$ cat src/rtl/cal_seq_pkg.sv
// Shared encodings for the calibration list sequencer.
package cal_seq_pkg;
    timeunit 1ns;
    timeprecision 1ps;

    // Life cycle of one list entry.
    typedef enum logic [1:0] {
        ENT_WAIT = 2'd0,
        ENT_RUN  = 2'd1,
        ENT_DONE = 2'd2
    } ent_state_e;

    // Calibration kind codes, two bits per entry.
    localparam logic [1:0] KIND_IQ       = 2'd0;
    localparam logic [1:0] KIND_TEMP     = 2'd1;
    localparam logic [1:0] KIND_ADC_GAIN = 2'd2;
    localparam logic [1:0] KIND_ADC_DC   = 2'd3;

    // Only IQ mismatch and temperature kinds can be run.
    function automatic logic kind_ok(input logic [1:0] kind);
        return (kind == KIND_IQ) || (kind == KIND_TEMP);
    endfunction
endpackage

$ cat src/rtl/cal_seq_chain_cnt.sv
// Counts the active receive chains in a chain mask.
// Assumes: the mask is stable for the cycle in which it is used.
module cal_seq_chain_cnt #(
    parameter int NUM_CHAINS = 3,
    parameter int CH_W       = $clog2(NUM_CHAINS + 1)
) (
    input  logic [NUM_CHAINS-1:0] mask,
    output logic [CH_W-1:0]       count
);
    timeunit 1ns;
    timeprecision 1ps;

    logic [CH_W-1:0] part [NUM_CHAINS+1];

    assign part[0] = '0;

    // Ripple adder chain: one stage per chain bit.
    for (genvar g = 0; g < NUM_CHAINS; g++) begin : g_add
        assign part[g+1] = part[g] + {{(CH_W-1){1'b0}}, mask[g]};
    end

    assign count = part[NUM_CHAINS];
endmodule

$ cat src/rtl/cal_seq_nf.sv
// Noise-floor step sequencer: a long-interval tick produces read, load and
// restart strobes on three consecutive cycles.
// Assumes: overlapping requests are simply pipelined, each gets its sequence.
module cal_seq_nf #(
    parameter int NF_STEPS = 3
) (
    input  logic clk,
    input  logic rst_n,
    input  logic tick,
    input  logic tick_long,
    output logic nf_read,
    output logic nf_load,
    output logic nf_start
);
    timeunit 1ns;
    timeprecision 1ps;

    logic [NF_STEPS-1:0] step_q;

    // Shift the request through the fixed step order.
    always_ff @(posedge clk) begin
        if (!rst_n) step_q <= '0;
        else        step_q <= {step_q[NF_STEPS-2:0], tick & tick_long};
    end

    assign nf_read  = step_q[0];
    assign nf_load  = step_q[1];
    assign nf_start = step_q[2];
endmodule

$ cat src/rtl/cal_seq_kick.sv
// Start pipeline for measurement engines. A start request is first turned
// into a configuration strobe of the entry's kind, then one cycle later
// into the kick strobe of that kind.
// Assumes: start_idx names an existing entry whenever start_req is high.
module cal_seq_kick
    import cal_seq_pkg::*;
#(
    parameter int                      NUM_ENT  = 3,
    parameter int                      IDX_W    = 2,
    parameter int                      LOG_W    = 4,
    parameter logic [2*NUM_ENT-1:0]    ENT_KIND = '0,
    parameter logic [LOG_W*NUM_ENT-1:0] ENT_LOG = '0
) (
    input  logic             clk,
    input  logic             rst_n,
    input  logic             start_req,
    input  logic [IDX_W-1:0] start_idx,
    output logic             iq_cfg_wr,
    output logic [LOG_W-1:0] iq_log_count,
    output logic             temp_local_set,
    output logic             iq_do_cal,
    output logic             temp_start,
    output logic [IDX_W-1:0] kick_idx
);
    timeunit 1ns;
    timeprecision 1ps;

    logic [1:0]       kind_sel;
    logic             iq_go;
    logic             temp_go;
    logic [IDX_W-1:0] idx1_q;

    assign kind_sel = ENT_KIND[2*int'(start_idx) +: 2];
    assign iq_go    = start_req && (kind_sel == KIND_IQ);
    assign temp_go  = start_req && (kind_sel == KIND_TEMP);

    // Configuration phase: strobe kind-specific setup, hold the log count.
    always_ff @(posedge clk) begin
        if (!rst_n) begin
            iq_cfg_wr      <= 1'b0;
            temp_local_set <= 1'b0;
            iq_log_count   <= '0;
            idx1_q         <= '0;
        end else begin
            iq_cfg_wr      <= iq_go;
            temp_local_set <= temp_go;
            if (iq_go)
                iq_log_count <= ENT_LOG[LOG_W*int'(start_idx) +: LOG_W];
            if (iq_go || temp_go)
                idx1_q <= start_idx;
        end
    end

    // Kick phase: fire the engine one cycle after its configuration.
    always_ff @(posedge clk) begin
        if (!rst_n) begin
            iq_do_cal  <= 1'b0;
            temp_start <= 1'b0;
            kick_idx   <= '0;
        end else begin
            iq_do_cal  <= iq_cfg_wr;
            temp_start <= temp_local_set;
            kick_idx   <= idx1_q;
        end
    end
endmodule

$ cat src/rtl/cal_seq.sv
// Calibration list sequencer. Steps a circular list of calibration entries
// on each tick: starts, collects sub-samples, requests post-processing and
// hands over to the next entry, masking completion while another waits.
// Assumes: each entry's required sample count is at least 1 and fits CNT_W;
// at least one entry is of a supported kind.
module cal_seq
    import cal_seq_pkg::*;
#(
    parameter int                        NUM_ENT    = 3,
    parameter int                        NUM_CHAINS = 3,
    parameter int                        CNT_W      = 4,
    parameter int                        LOG_W      = 4,
    parameter logic [2*NUM_ENT-1:0]      ENT_KIND   = {KIND_ADC_GAIN, KIND_TEMP, KIND_IQ},
    parameter logic [CNT_W*NUM_ENT-1:0]  ENT_NSAMP  = {4'd1, 4'd1, 4'd2},
    parameter logic [LOG_W*NUM_ENT-1:0]  ENT_LOG    = {4'd0, 4'd0, 4'd3},
    localparam int                       IDX_W      = (NUM_ENT > 1) ? $clog2(NUM_ENT) : 1,
    localparam int                       CH_W       = $clog2(NUM_CHAINS + 1)
) (
    input  logic                  clk,
    input  logic                  rst_n,
    input  logic                  tick,
    input  logic                  tick_long,
    input  logic [NUM_CHAINS-1:0] rx_chain_mask,
    input  logic [NUM_ENT-1:0]    valid_clear,
    input  logic [NUM_ENT-1:0]    meas_busy,
    output logic [NUM_ENT-1:0]    chan_valid,
    output logic                  cal_done,
    output logic                  done_vld,
    output logic                  acc_clear,
    output logic [IDX_W-1:0]      acc_idx,
    output logic                  collect,
    output logic                  post_proc,
    output logic [IDX_W-1:0]      ent_idx,
    output logic [CH_W-1:0]       post_chains,
    output logic                  iq_cfg_wr,
    output logic [LOG_W-1:0]      iq_log_count,
    output logic                  iq_do_cal,
    output logic                  temp_local_set,
    output logic                  temp_start,
    output logic [IDX_W-1:0]      kick_idx,
    output logic                  nf_read,
    output logic                  nf_load,
    output logic                  nf_start
);
    timeunit 1ns;
    timeprecision 1ps;

    // Mask of entries whose kind can be run.
    function automatic logic [NUM_ENT-1:0] sup_of(input logic [2*NUM_ENT-1:0] kinds);
        logic [NUM_ENT-1:0] r;
        for (int e = 0; e < NUM_ENT; e++) r[e] = kind_ok(kinds[2*e +: 2]);
        return r;
    endfunction

    // Index of the lowest set bit, zero for an empty mask.
    function automatic logic [IDX_W-1:0] lowest_set(input logic [NUM_ENT-1:0] m);
        logic [IDX_W-1:0] r;
        r = '0;
        for (int e = NUM_ENT - 1; e >= 0; e--)
            if (m[e]) r = e[IDX_W-1:0];
        return r;
    endfunction

    localparam logic [NUM_ENT-1:0] SUP_MASK  = sup_of(ENT_KIND);
    localparam logic [IDX_W-1:0]   FIRST_SUP = lowest_set(SUP_MASK);

    // Next supported entry after cur, walking circularly.
    function automatic logic [IDX_W-1:0] next_sup(input logic [IDX_W-1:0] cur);
        logic [IDX_W-1:0] r;
        logic             found;
        int               j;
        r     = cur;
        found = 1'b0;
        for (int k = 1; k <= NUM_ENT; k++) begin
            j = (int'(cur) + k) % NUM_ENT;
            if (!found && SUP_MASK[j]) begin
                r     = j[IDX_W-1:0];
                found = 1'b1;
            end
        end
        return r;
    endfunction

    ent_state_e         st_q [NUM_ENT];
    ent_state_e         st_d [NUM_ENT];
    logic [NUM_ENT-1:0] valid_q, valid_d;
    logic [IDX_W-1:0]   ptr_q, ptr_d;
    logic [CNT_W-1:0]   cnt_q, cnt_d, cnt_inc;
    logic [CNT_W-1:0]   need_cur;
    logic [IDX_W-1:0]   nxt;
    logic [NUM_ENT-1:0] clr_eff;
    logic               fin;
    logic               done_d, dvld_d, coll_d, post_d, acc_d;
    logic [IDX_W-1:0]   ent_idx_d, acc_idx_d;
    logic [CH_W-1:0]    chains_d, chain_cnt;
    logic               start_req;
    logic [IDX_W-1:0]   start_idx;

    assign clr_eff  = valid_clear & SUP_MASK;
    assign need_cur = ENT_NSAMP[CNT_W*int'(ptr_q) +: CNT_W];
    assign cnt_inc  = cnt_q + 1'b1;
    assign nxt      = next_sup(ptr_q);

    cal_seq_chain_cnt #(
        .NUM_CHAINS (NUM_CHAINS),
        .CH_W       (CH_W)
    ) u_chain_cnt (
        .mask  (rx_chain_mask),
        .count (chain_cnt)
    );

    // List step: valid clears first, otherwise one tick of the current entry.
    always_comb begin
        st_d      = st_q;
        valid_d   = valid_q;
        ptr_d     = ptr_q;
        cnt_d     = cnt_q;
        done_d    = cal_done;
        dvld_d    = 1'b0;
        coll_d    = 1'b0;
        post_d    = 1'b0;
        acc_d     = 1'b0;
        ent_idx_d = ent_idx;
        acc_idx_d = acc_idx;
        chains_d  = post_chains;
        start_req = 1'b0;
        start_idx = ptr_q;
        fin       = 1'b0;
        if (|valid_clear) begin
            valid_d = valid_q & ~valid_clear;
            for (int e = 0; e < NUM_ENT; e++)
                if (clr_eff[e]) st_d[e] = ENT_WAIT;
            if (|clr_eff) ptr_d = lowest_set(clr_eff);
        end else if (tick) begin
            dvld_d = 1'b1;
            done_d = 1'b1;
            if (st_q[ptr_q] == ENT_RUN) begin
                done_d = 1'b0;
                if (!meas_busy[ptr_q]) begin
                    coll_d    = 1'b1;
                    ent_idx_d = ptr_q;
                    cnt_d     = cnt_inc;
                    if (cnt_inc >= need_cur) begin
                        post_d         = 1'b1;
                        chains_d       = chain_cnt;
                        valid_d[ptr_q] = 1'b1;
                        st_d[ptr_q]    = ENT_DONE;
                        done_d         = 1'b1;
                        fin            = 1'b1;
                    end else begin
                        start_req = 1'b1;
                        start_idx = ptr_q;
                    end
                end
            end else if (st_q[ptr_q] == ENT_WAIT) begin
                done_d = 1'b0;
                if (!valid_q[ptr_q]) begin
                    cnt_d       = '0;
                    acc_d       = 1'b1;
                    acc_idx_d   = ptr_q;
                    st_d[ptr_q] = ENT_RUN;
                    start_req   = 1'b1;
                    start_idx   = ptr_q;
                end
            end
            if (fin) begin
                ptr_d = nxt;
                if (st_d[nxt] == ENT_WAIT) begin
                    done_d    = 1'b0;
                    cnt_d     = '0;
                    acc_d     = 1'b1;
                    acc_idx_d = nxt;
                    st_d[nxt] = ENT_RUN;
                    start_req = 1'b1;
                    start_idx = nxt;
                end
            end
        end
    end

    // State and registered strobes.
    always_ff @(posedge clk) begin
        if (!rst_n) begin
            for (int e = 0; e < NUM_ENT; e++)
                st_q[e] <= SUP_MASK[e] ? ENT_WAIT : ENT_DONE;
            valid_q     <= '0;
            ptr_q       <= FIRST_SUP;
            cnt_q       <= '0;
            cal_done    <= 1'b0;
            done_vld    <= 1'b0;
            collect     <= 1'b0;
            post_proc   <= 1'b0;
            acc_clear   <= 1'b0;
            ent_idx     <= '0;
            acc_idx     <= '0;
            post_chains <= '0;
        end else begin
            st_q        <= st_d;
            valid_q     <= valid_d;
            ptr_q       <= ptr_d;
            cnt_q       <= cnt_d;
            cal_done    <= done_d;
            done_vld    <= dvld_d;
            collect     <= coll_d;
            post_proc   <= post_d;
            acc_clear   <= acc_d;
            ent_idx     <= ent_idx_d;
            acc_idx     <= acc_idx_d;
            post_chains <= chains_d;
        end
    end

    assign chan_valid = valid_q;

    cal_seq_kick #(
        .NUM_ENT  (NUM_ENT),
        .IDX_W    (IDX_W),
        .LOG_W    (LOG_W),
        .ENT_KIND (ENT_KIND),
        .ENT_LOG  (ENT_LOG)
    ) u_kick (
        .clk            (clk),
        .rst_n          (rst_n),
        .start_req      (start_req),
        .start_idx      (start_idx),
        .iq_cfg_wr      (iq_cfg_wr),
        .iq_log_count   (iq_log_count),
        .temp_local_set (temp_local_set),
        .iq_do_cal      (iq_do_cal),
        .temp_start     (temp_start),
        .kick_idx       (kick_idx)
    );

    cal_seq_nf #(
        .NF_STEPS (3)
    ) u_nf (
        .clk       (clk),
        .rst_n     (rst_n),
        .tick      (tick),
        .tick_long (tick_long),
        .nf_read   (nf_read),
        .nf_load   (nf_load),
        .nf_start  (nf_start)
    );
endmodule

$ cat config.mk
export PLATFORM = sky130hd
export DESIGN_NAME = cal_seq
export DESIGN_NICKNAME = d
export VERILOG_FILES = /design/src/rtl/cal_seq_pkg.sv /design/src/rtl/cal_seq_chain_cnt.sv /design/src/rtl/cal_seq_nf.sv /design/src/rtl/cal_seq_kick.sv /design/src/rtl/cal_seq.sv
export SDC_FILE = /design/constraint.sdc
export NUM_CORES = 1
export LEC_CHECK = 0
export BUFFER_PORTS_ARGS = -buffer_cell sky130_fd_sc_hd__clkbuf_2
export CAP_MARGIN = 5
export CORE_MARGIN = 2
export CORE_UTILIZATION = 50
export CTS_BUF_LIST = sky130_fd_sc_hd__clkbuf_8
export CTS_CLUSTER_SIZE = 20
export DETAILED_ROUTE_END_ITERATION = 10
export PLACE_DENSITY = 0.74
export SYNTH_ARGS = -nofsm -noshare
export SYNTH_HDL_FRONTEND = slang
export SYNTH_SLANG_ARGS = --single-unit
$ cat constraint.sdc
create_clock -name clk -period 8.3 [get_ports clk]
set_input_delay 0.415 -clock clk [delete_from_list [all_inputs] [get_ports clk]]
set_output_delay 0.415 -clock clk [all_outputs]
set_load 0.1 [all_outputs]
==> results of run 1 <==
layout by cell type, fill, tap and decap left out, types with 4 or more instances in the layout:
master	instances
nor2b_1	9
o211ai_1	7
a21oi_1	10
nand2_1	21
dfxtp_1	38
ha_1	10
nand3_1	14
o21ai_0	9
nor2_1	11
mux2i_1	5
a21boi_0	5
clkbuf_8	5
clkbuf_2	37
inv_1	9
a31oi_1	4
and2_1	8
registers in the layout, indices dropped and copies added (netlist names), 2 cells and up:
signal,cells
u_nf.step_q,3
post_chains,2
st_q,6
chan_valid,3
acc_idx,2
u_kick.kick_idx,2
u_kick.idx1_q,2
ent_idx,2
cnt_q,4
ptr_q,2
layer usage:
layer  part of all wire, %  global-route usage (%)  up-vias
met4                   1.6                    8.50        0
met3                   4.1                    3.49        8
met5                     0                       0        -
met1                    46                    26.7      835
li1                      -                       -      906
met2                    48                    35.4       44
kinds of logic (layout without fill, tap and decap cells):
| group | after synthesis | after routing | synth area share (%) |
|---|---|---|---|
| buffers and inverters | 21 | 53 | 5.32 |
| XOR/XNOR | 1 | 1 | 0.409 |
| other | 1 | 2 | 0.175 |
| adder cells (fa/ha/maj) | 11 | 11 | 6.78 |
| AND/OR/NAND/NOR | 89 | 89 | 23.9 |
| multiplexers | 7 | 7 | 3.74 |
| flip-flops | 38 | 38 | 35.6 |
| AO/OA/AOI/OAI | 66 | 66 | 24.2 |
per-stage QoR:
step	power [W]	utilization [%]	cell area [sq um]	hold slack (ns)	worst slack, ns
6_report	0.000348	58.9	2390	0.311	4.10
5_1_grt	0.000361	58.9	2390	0.320	3.69
4_1_cts	0.000350	58.9	2390	0.308	4.11
3_5_place_dp	0.000233	57.0	2310	0.445	4.12
3_3_place_gp	0.000233	57.0	2310	0.444	4.30
2_1_floorplan	0.000224	-	2140	0.428	4.92
worst max-delay path, stage by stage, from the launching register on:
cell and delay [ns]:
dfxtp_1 0.65, inv_1 0.24, ha_1 0.54, ha_1 0.29, o21ai_0 0.26, a41oi_1 0.24
a2111oi_1 0.53, o32ai_2 0.21, a21oi_2 0.19, inv_1 0.06, ha_1 0.32, o211ai_1 0.28
o21a_1 0.19, o21ai_1 0.08
final cells by class:
cell class,count,area [sq um],share of cell area [%]
flip-flops and latches,38,761,31.8
clock inverters,2,10.0,0.419
repair buffers,37,185,7.75
clock buffers,5,68.8,2.88
inverters,9,33.8,1.41
multi-input cells,176,1270,53.1
well taps,50,62.6,2.62
power by group:
group / switching (W) / internal (W)
clock network: 0.0000625 / 0.0000563
registers: 0.00000176 / 0.000184
logic: 0.0000311 / 0.0000121
cells in the mapped netlist, drive strengths merged, types with 2 or more instances:
cell type / number
a31oi: 4
inv: 9
nand4b: 2
nor3b: 3
a41oi: 2
nor2b: 9
nand3b: 2
buf: 8
o21ai: 12
a21oi: 11
nand3: 15
o211ai: 7
nand2b: 3
a21boi: 6
clkbuf: 4
o22ai: 2
dfxtp: 38
and2: 8
and3: 4
nand2: 22
mux2: 2
mux2i: 5
a22oi: 4
ha: 10
nor3: 3
a211oi: 4
nor2: 12
o21a: 2
o2bb2ai: 3
worst min path at each step:
stage | endpoint | slack [ns] | cells past startpoint
final | chan_valid[2] | 0.31 | 2
after global routing | chan_valid[2] | 0.32 | 2
after CTS | chan_valid[2] | 0.31 | 2
after detailed placement | u_kick.iq_do_cal | 0.44 | 1
after global placement | u_kick.iq_do_cal | 0.44 | 1
after floorplan | u_kick.kick_idx[0] | 0.43 | 1
==> flow_metrics.py, run 1 <==
metrics = {
    "status": {
        "status": "finished clean",
    },
    "sta": {
        "max_freq_mhz": 238,
        "rsz0062_at_grt": "no",
        "finalSetupViolCount": 0,
        "fin_setup_tns_ns": 0,
        "worstMarginPinSlew_ns": 0.754,
        "slew_headroom_pct": 49.7,
        "hold_violations": 0,
        "slew_viol_final": 0,
        "layout_min_cycle_time_ns": 4.20,
        "fin_crit_sh_pct": 50.5,
        "skew_ns": 0.00193,
    },
    "setup_path": {
        "worstSetupPathType": "flop to flop",
        "endpoint": "u_kick.idx1_q[1]",
        "critPathMaxFanout": 12,
        "timing.rr.start": "ptr_q[1]",
        "reg2reg_depth": 13,
        "cp-start-kind": "flop",
        "cp-startpoint": "ptr_q[1]",
        "worstPathRequired_ns": 8.48,
        "r2r_slack_ns": 4.10,
        "arrival_ns": 4.37,
        "end_kind": "flop",
        "r2r-end": "u_kick.idx1_q[1]",
    },
    "global_route": {
        "grtUsageTotal_pct": 21.0,
        "grt_overflow_total": 0,
        "grt_max_degree": 36,
        "grt_pass1_wl_um": 8230,
        "antenna_found_initial": 0,
        "grt_pass1_vias": 1750,
    },
    "clocking": {
        "hold_buffers": 0,
        "cts.sink_count": 38,
        "root_buffer": "clkbuf_8",
        "clk_latency_ns": 0.29,
        "cts_buffer_depth": 2,
        "numCtsBuffers": 5,
        "cts_tree": "built",
        "htree_levels": 2,
        "path_clk_slew_ns": 0.07,
        "cts_resized": 0,
        "post_cts_buffers": 0,
    },
    "pwr": {
        "p_leak_nw": 0.958,
        "vdd_drop_max_v": 0.0000634,
        "p_per_area_mw_per_mm2": 145,
    },
    "routing": {
        "dr.pass1.iters": 4,
        "drt-vias-per-instance": 5.66,
        "antenna_left": 0,
        "wl_um": 4800,
        "num_vias": 1793,
        "drc": 0,
        "first_iter_violations": 101,
        "wl_per_cell_um": 15.1,
    },
    "synth": {
        "synthTopCellsByArea": "dfxtp_1 (36%), ha_1 (5.8%), nand2_1 (3.7%)",
        "syn_avg_cell_area_sq_um": 9.14,
        "synth_warnings": 0,
        "ys_ff_latch": 38,
        "postSynth.asyncResetShare_pct": 0,
        "yosysTopAreaCellShare_pct": 35.6,
        "synth_edf_count": 0,
        "synth.distinct_cells": 61,
        "yosys.area.top_type": "dfxtp_1",
        "yosysSeqAreaShare_pct": 35.6,
        "ys.flop_type": "dfxtp_1",
        "syn_area_sq_mm": 0.00214,
        "syn_inst": 234,
    },
    "final_layout": {
        "nets": 291,
        "fill_cells": 368,
        "drive_above_1_share_pct": 23.6,
        "synthToLayoutAreaGrowth_pct": 11.7,
        "fin_cells": 317,
        "n_antenna_cell": 0,
    },
    "min_path": {
        "min-delay-path-class": "input pin to flop",
        "hold_path.startpoint": "valid_clear[2]",
    },
    "floorplan": {
        "ios": 40,
        "fp.dieH_um": 69.4,
        "fp-row-count": 23,
        "initial_core_util_pct": 52.7,
        "coreArea_sq_mm": 0.00406,
        "die_w_um": 69.4,
        "die-area_sq_mm": 0.00482,
    },
    "run": {
        "drv_cap": 0,
    },
    "placement": {
        "routabilityCongestion": 0.922,
        "dp.cells": 310,
        "port_buffers": 37,
        "dp_hpwl_um": 3520,
    },
}
(Power assumes the default switching activity.)
==> inputs of run 2 (changes only) <==
Settings changed: ABC_AREA set to 1.
Clock period 8.3 ns to 4 ns, I/O delays scaled along.
==> run 2 against run 1 <==
Compared with the run above: synthesized cell count up 27%; clock power increased by 110%; critical path depth rose by 9; die area is 0.60% lower; combinational power grew to 3.0 times the previous value; wire length up 1.6%; maximum frequency rose by 16%; synthesized area decreased by 0.64%; clock skew grew 0.0011 ns; global-route usage up 0.35 points.
==> flow_metrics.py, run 2 <==
metrics = {
    "synth": {
        "syn_area_sq_mm": 0.00213,
        "synth_warnings": 0,
        "syn_avg_cell_area_sq_um": 7.16,
        "yosysSeqAreaShare_pct": 35.8,
        "ys_ff_latch": 38,
        "ys_top_cells_by_count": "nand2_1 (65), dfxtp_1 (38), inv_1 (37)",
        "yosys.area.top_type": "dfxtp_1",
        "synth_edf_count": 0,
        "postSynth.asyncResetShare_pct": 0,
        "synth.most_common_cell": "nand2_1",
        "syn_inst": 297,
        "synth.distinct_cells": 38,
        "ys.flop_type": "dfxtp_1",
        "synthTopCellsByArea": "dfxtp_1 (36%), nand2_1 (11%), inv_1 (6.5%)",
        "yosysTopAreaCellShare_pct": 35.8,
    },
    "pwr": {
        "sw_frac_of_total_pct": 30.4,
        "vdd_drop_max_v": 0.000191,
        "clock_power_share_pct": 32.1,
        "p_seq_share_pct": 50.9,
        "p_int_w": 0.000531,
        "p_per_area_mw_per_mm2": 317,
        "combinationalPowerShare_pct": 17.0,
        "p_leak_nw": 1.16,
        "switching_power_w": 0.000232,
    },
    "sta": {
        "slew_headroom_pct": 50.2,
        "max_freq_mhz": 277,
        "slew_viol_final": 0,
        "skew_ns": 0.00306,
        "hold_violations": 0,
        "fin_setup_tns_ns": 0,
        "fin_crit_sh_pct": 90.3,
        "rsz0062_at_grt": "no",
        "worstMarginPinSlew_ns": 0.746,
        "layout_min_cycle_time_ns": 3.61,
        "finalSetupViolCount": 0,
    },
    "setup_path": {
        "worstPathRequired_ns": 4.18,
        "slowest_stage": "dfxtp_1",
        "end_kind": "flop",
        "cp-start-kind": "flop",
        "critPathMaxStageDelay_ns": 0.51,
        "worstSetupPathType": "flop to flop",
        "cp_cell_sequence": "inv_2 > ha_2 > ha_1 > inv_1 > nand2_1 > nand2_1 > nand3_1 > nor2_2 > nor2_1 > nand3_1 > nand2_1 > clkinv_1 > nand2_1 > nand3_2 > nand3_1 > nand2_1 > inv_1 > ha_1 > o21ai_2 > nand2_1 > nand2_1 > nor2_2",
        "arrival_ns": 3.80,
        "critPathMaxFanout": 14,
        "crit_top_cell": "nand2_1",
    },
    "clocking": {
        "htree_levels": 2,
        "cts_resized": 0,
        "cts_tree": "built",
        "cts.sink_count": 38,
        "root_buffer": "clkbuf_8",
        "clk_latency_ns": 0.28,
        "cts_buffer_depth": 2,
        "hold_buffers": 0,
        "numCtsBuffers": 5,
        "post_cts_buffers": 0,
        "path_clk_slew_ns": 0.07,
    },
    "routing": {
        "wl_per_cell_um": 12.7,
        "num_vias": 1992,
        "first_iter_violations": 132,
        "antenna_left": 0,
        "wl_um": 4880,
        "drt-vias-per-instance": 5.19,
        "dr.pass1.iters": 5,
        "drc": 0,
    },
    "floorplan": {
        "fp.dieH_um": 69.2,
        "initial_core_util_pct": 52.4,
        "ios": 40,
        "fp-row-count": 23,
        "coreArea_sq_mm": 0.00406,
        "die_w_um": 69.2,
        "die-area_sq_mm": 0.00479,
    },
    "final_layout": {
        "largest_register_ffs": 6,
        "nets": 358,
        "fin_cells": 384,
        "largestRegisters": "st_q (6), cnt_q (4)",
        "final_cell_mix": "nand2_1 (65), dfxtp_1 (38), inv_1 (37), clkbuf_2 (37), nor2_1 (26)",
        "max_flop_register": "st_q",
        "n_antenna_cell": 0,
        "drive_above_1_share_pct": 24.9,
        "synthToLayoutAreaGrowth_pct": 13.4,
        "final_common_cell": "nand2_1",
    },
    "placement": {
        "routabilityCongestion": 0.955,
        "dp_hpwl_um": 3670,
        "dp.cells": 377,
        "port_buffers": 37,
    },
    "global_route": {
        "grt_pass1_wl_um": 8380,
        "grt_overflow_total": 0,
        "antenna_found_initial": 0,
        "grt_max_degree": 21,
        "grtUsageTotal_pct": 21.4,
        "grt_pass1_vias": 1841,
    },
    "run": {
        "drv_cap": 0,
    },
    "min_path": {
        "min-delay-path-class": "input pin to flop",
    },
    "status": {
        "status": "finished clean",
    },
}
==> run 2: area by class of cell <==
type / count / area, sq um
sequential: 38 / 761
fill: 401 / 1650
multi-input combinational: 205 / 1140
tap: 50 / 62.6
clock inverter: 2 / 10.0
clock buffer: 5 / 68.8
timing repair buffer: 38 / 193
inverter: 46 / 176
==> run 2: routing by layer <==
metal	routed length [um]	global-route usage, %
met2	2220	34.4
met4	51	6.10
met3	391	4.07
met5	0	0
met1	2210	29.3
==> run 2: path summary, 6_finish.rpt <==
kind	end	slack (ns)	cells after the start	start
worst max-delay path	u_kick.idx1_q[1]	0.39	22	ptr_q[0]
worst min-delay path	u_nf.step_q[0]	0.12	3	tick_long
worst max register to register	u_kick.idx1_q[1]	0.39	22	ptr_q[0]
worst min register to register	u_kick.kick_idx[0]	0.43	2	u_kick.idx1_q[0]
==> run 2: critical path: cells and delay by family, from the launching register on <==
family | cells | cell delay (ns)
flip-flops | 1 | 0.51
AND/OR/NAND/NOR | 14 | 1.34
buffers and inverters | 4 | 0.39
adder cells (fa/ha/maj) | 3 | 1.05
AO/OA/AOI/OAI | 1 | 0.21
==> run 2: kinds of logic after synthesis <==
family	Yosys count	share of synthesized area, %
simple gates	145	33.2
buf+inv	55	10.9
compound gates	47	13.1
flops	38	35.8
fa+ha+maj	11	6.83
other cells	1	0.176
==> run 2: per-stage QoR <==
step,hold WS [ns],total power (W),util (%),worst slack (ns),area [sq um]
final,0.115,0.000764,59.4,0.387,2410
after floorplan,0.278,0.000501,-,0.786,2130
after detailed placement,0.420,0.000526,57.4,0.400,2330
after global placement,0.413,0.000525,57.4,0.547,2330
after global routing,0.140,0.000801,59.4,0.0519,2410
after CTS,0.113,0.000771,59.3,0.378,2410
==> run 2: power by group through the flow <==
stage	Combinational, W	Clock [W]	Sequential (W)
floorplan	0.0000797	0	0.000421
global placement	0.000129	0	0.000397
detailed placement	0.000129	0	0.000397
CTS	0.000129	0.000253	0.000388
global route	0.000142	0.000270	0.000389
finish	0.000130	0.000245	0.000388
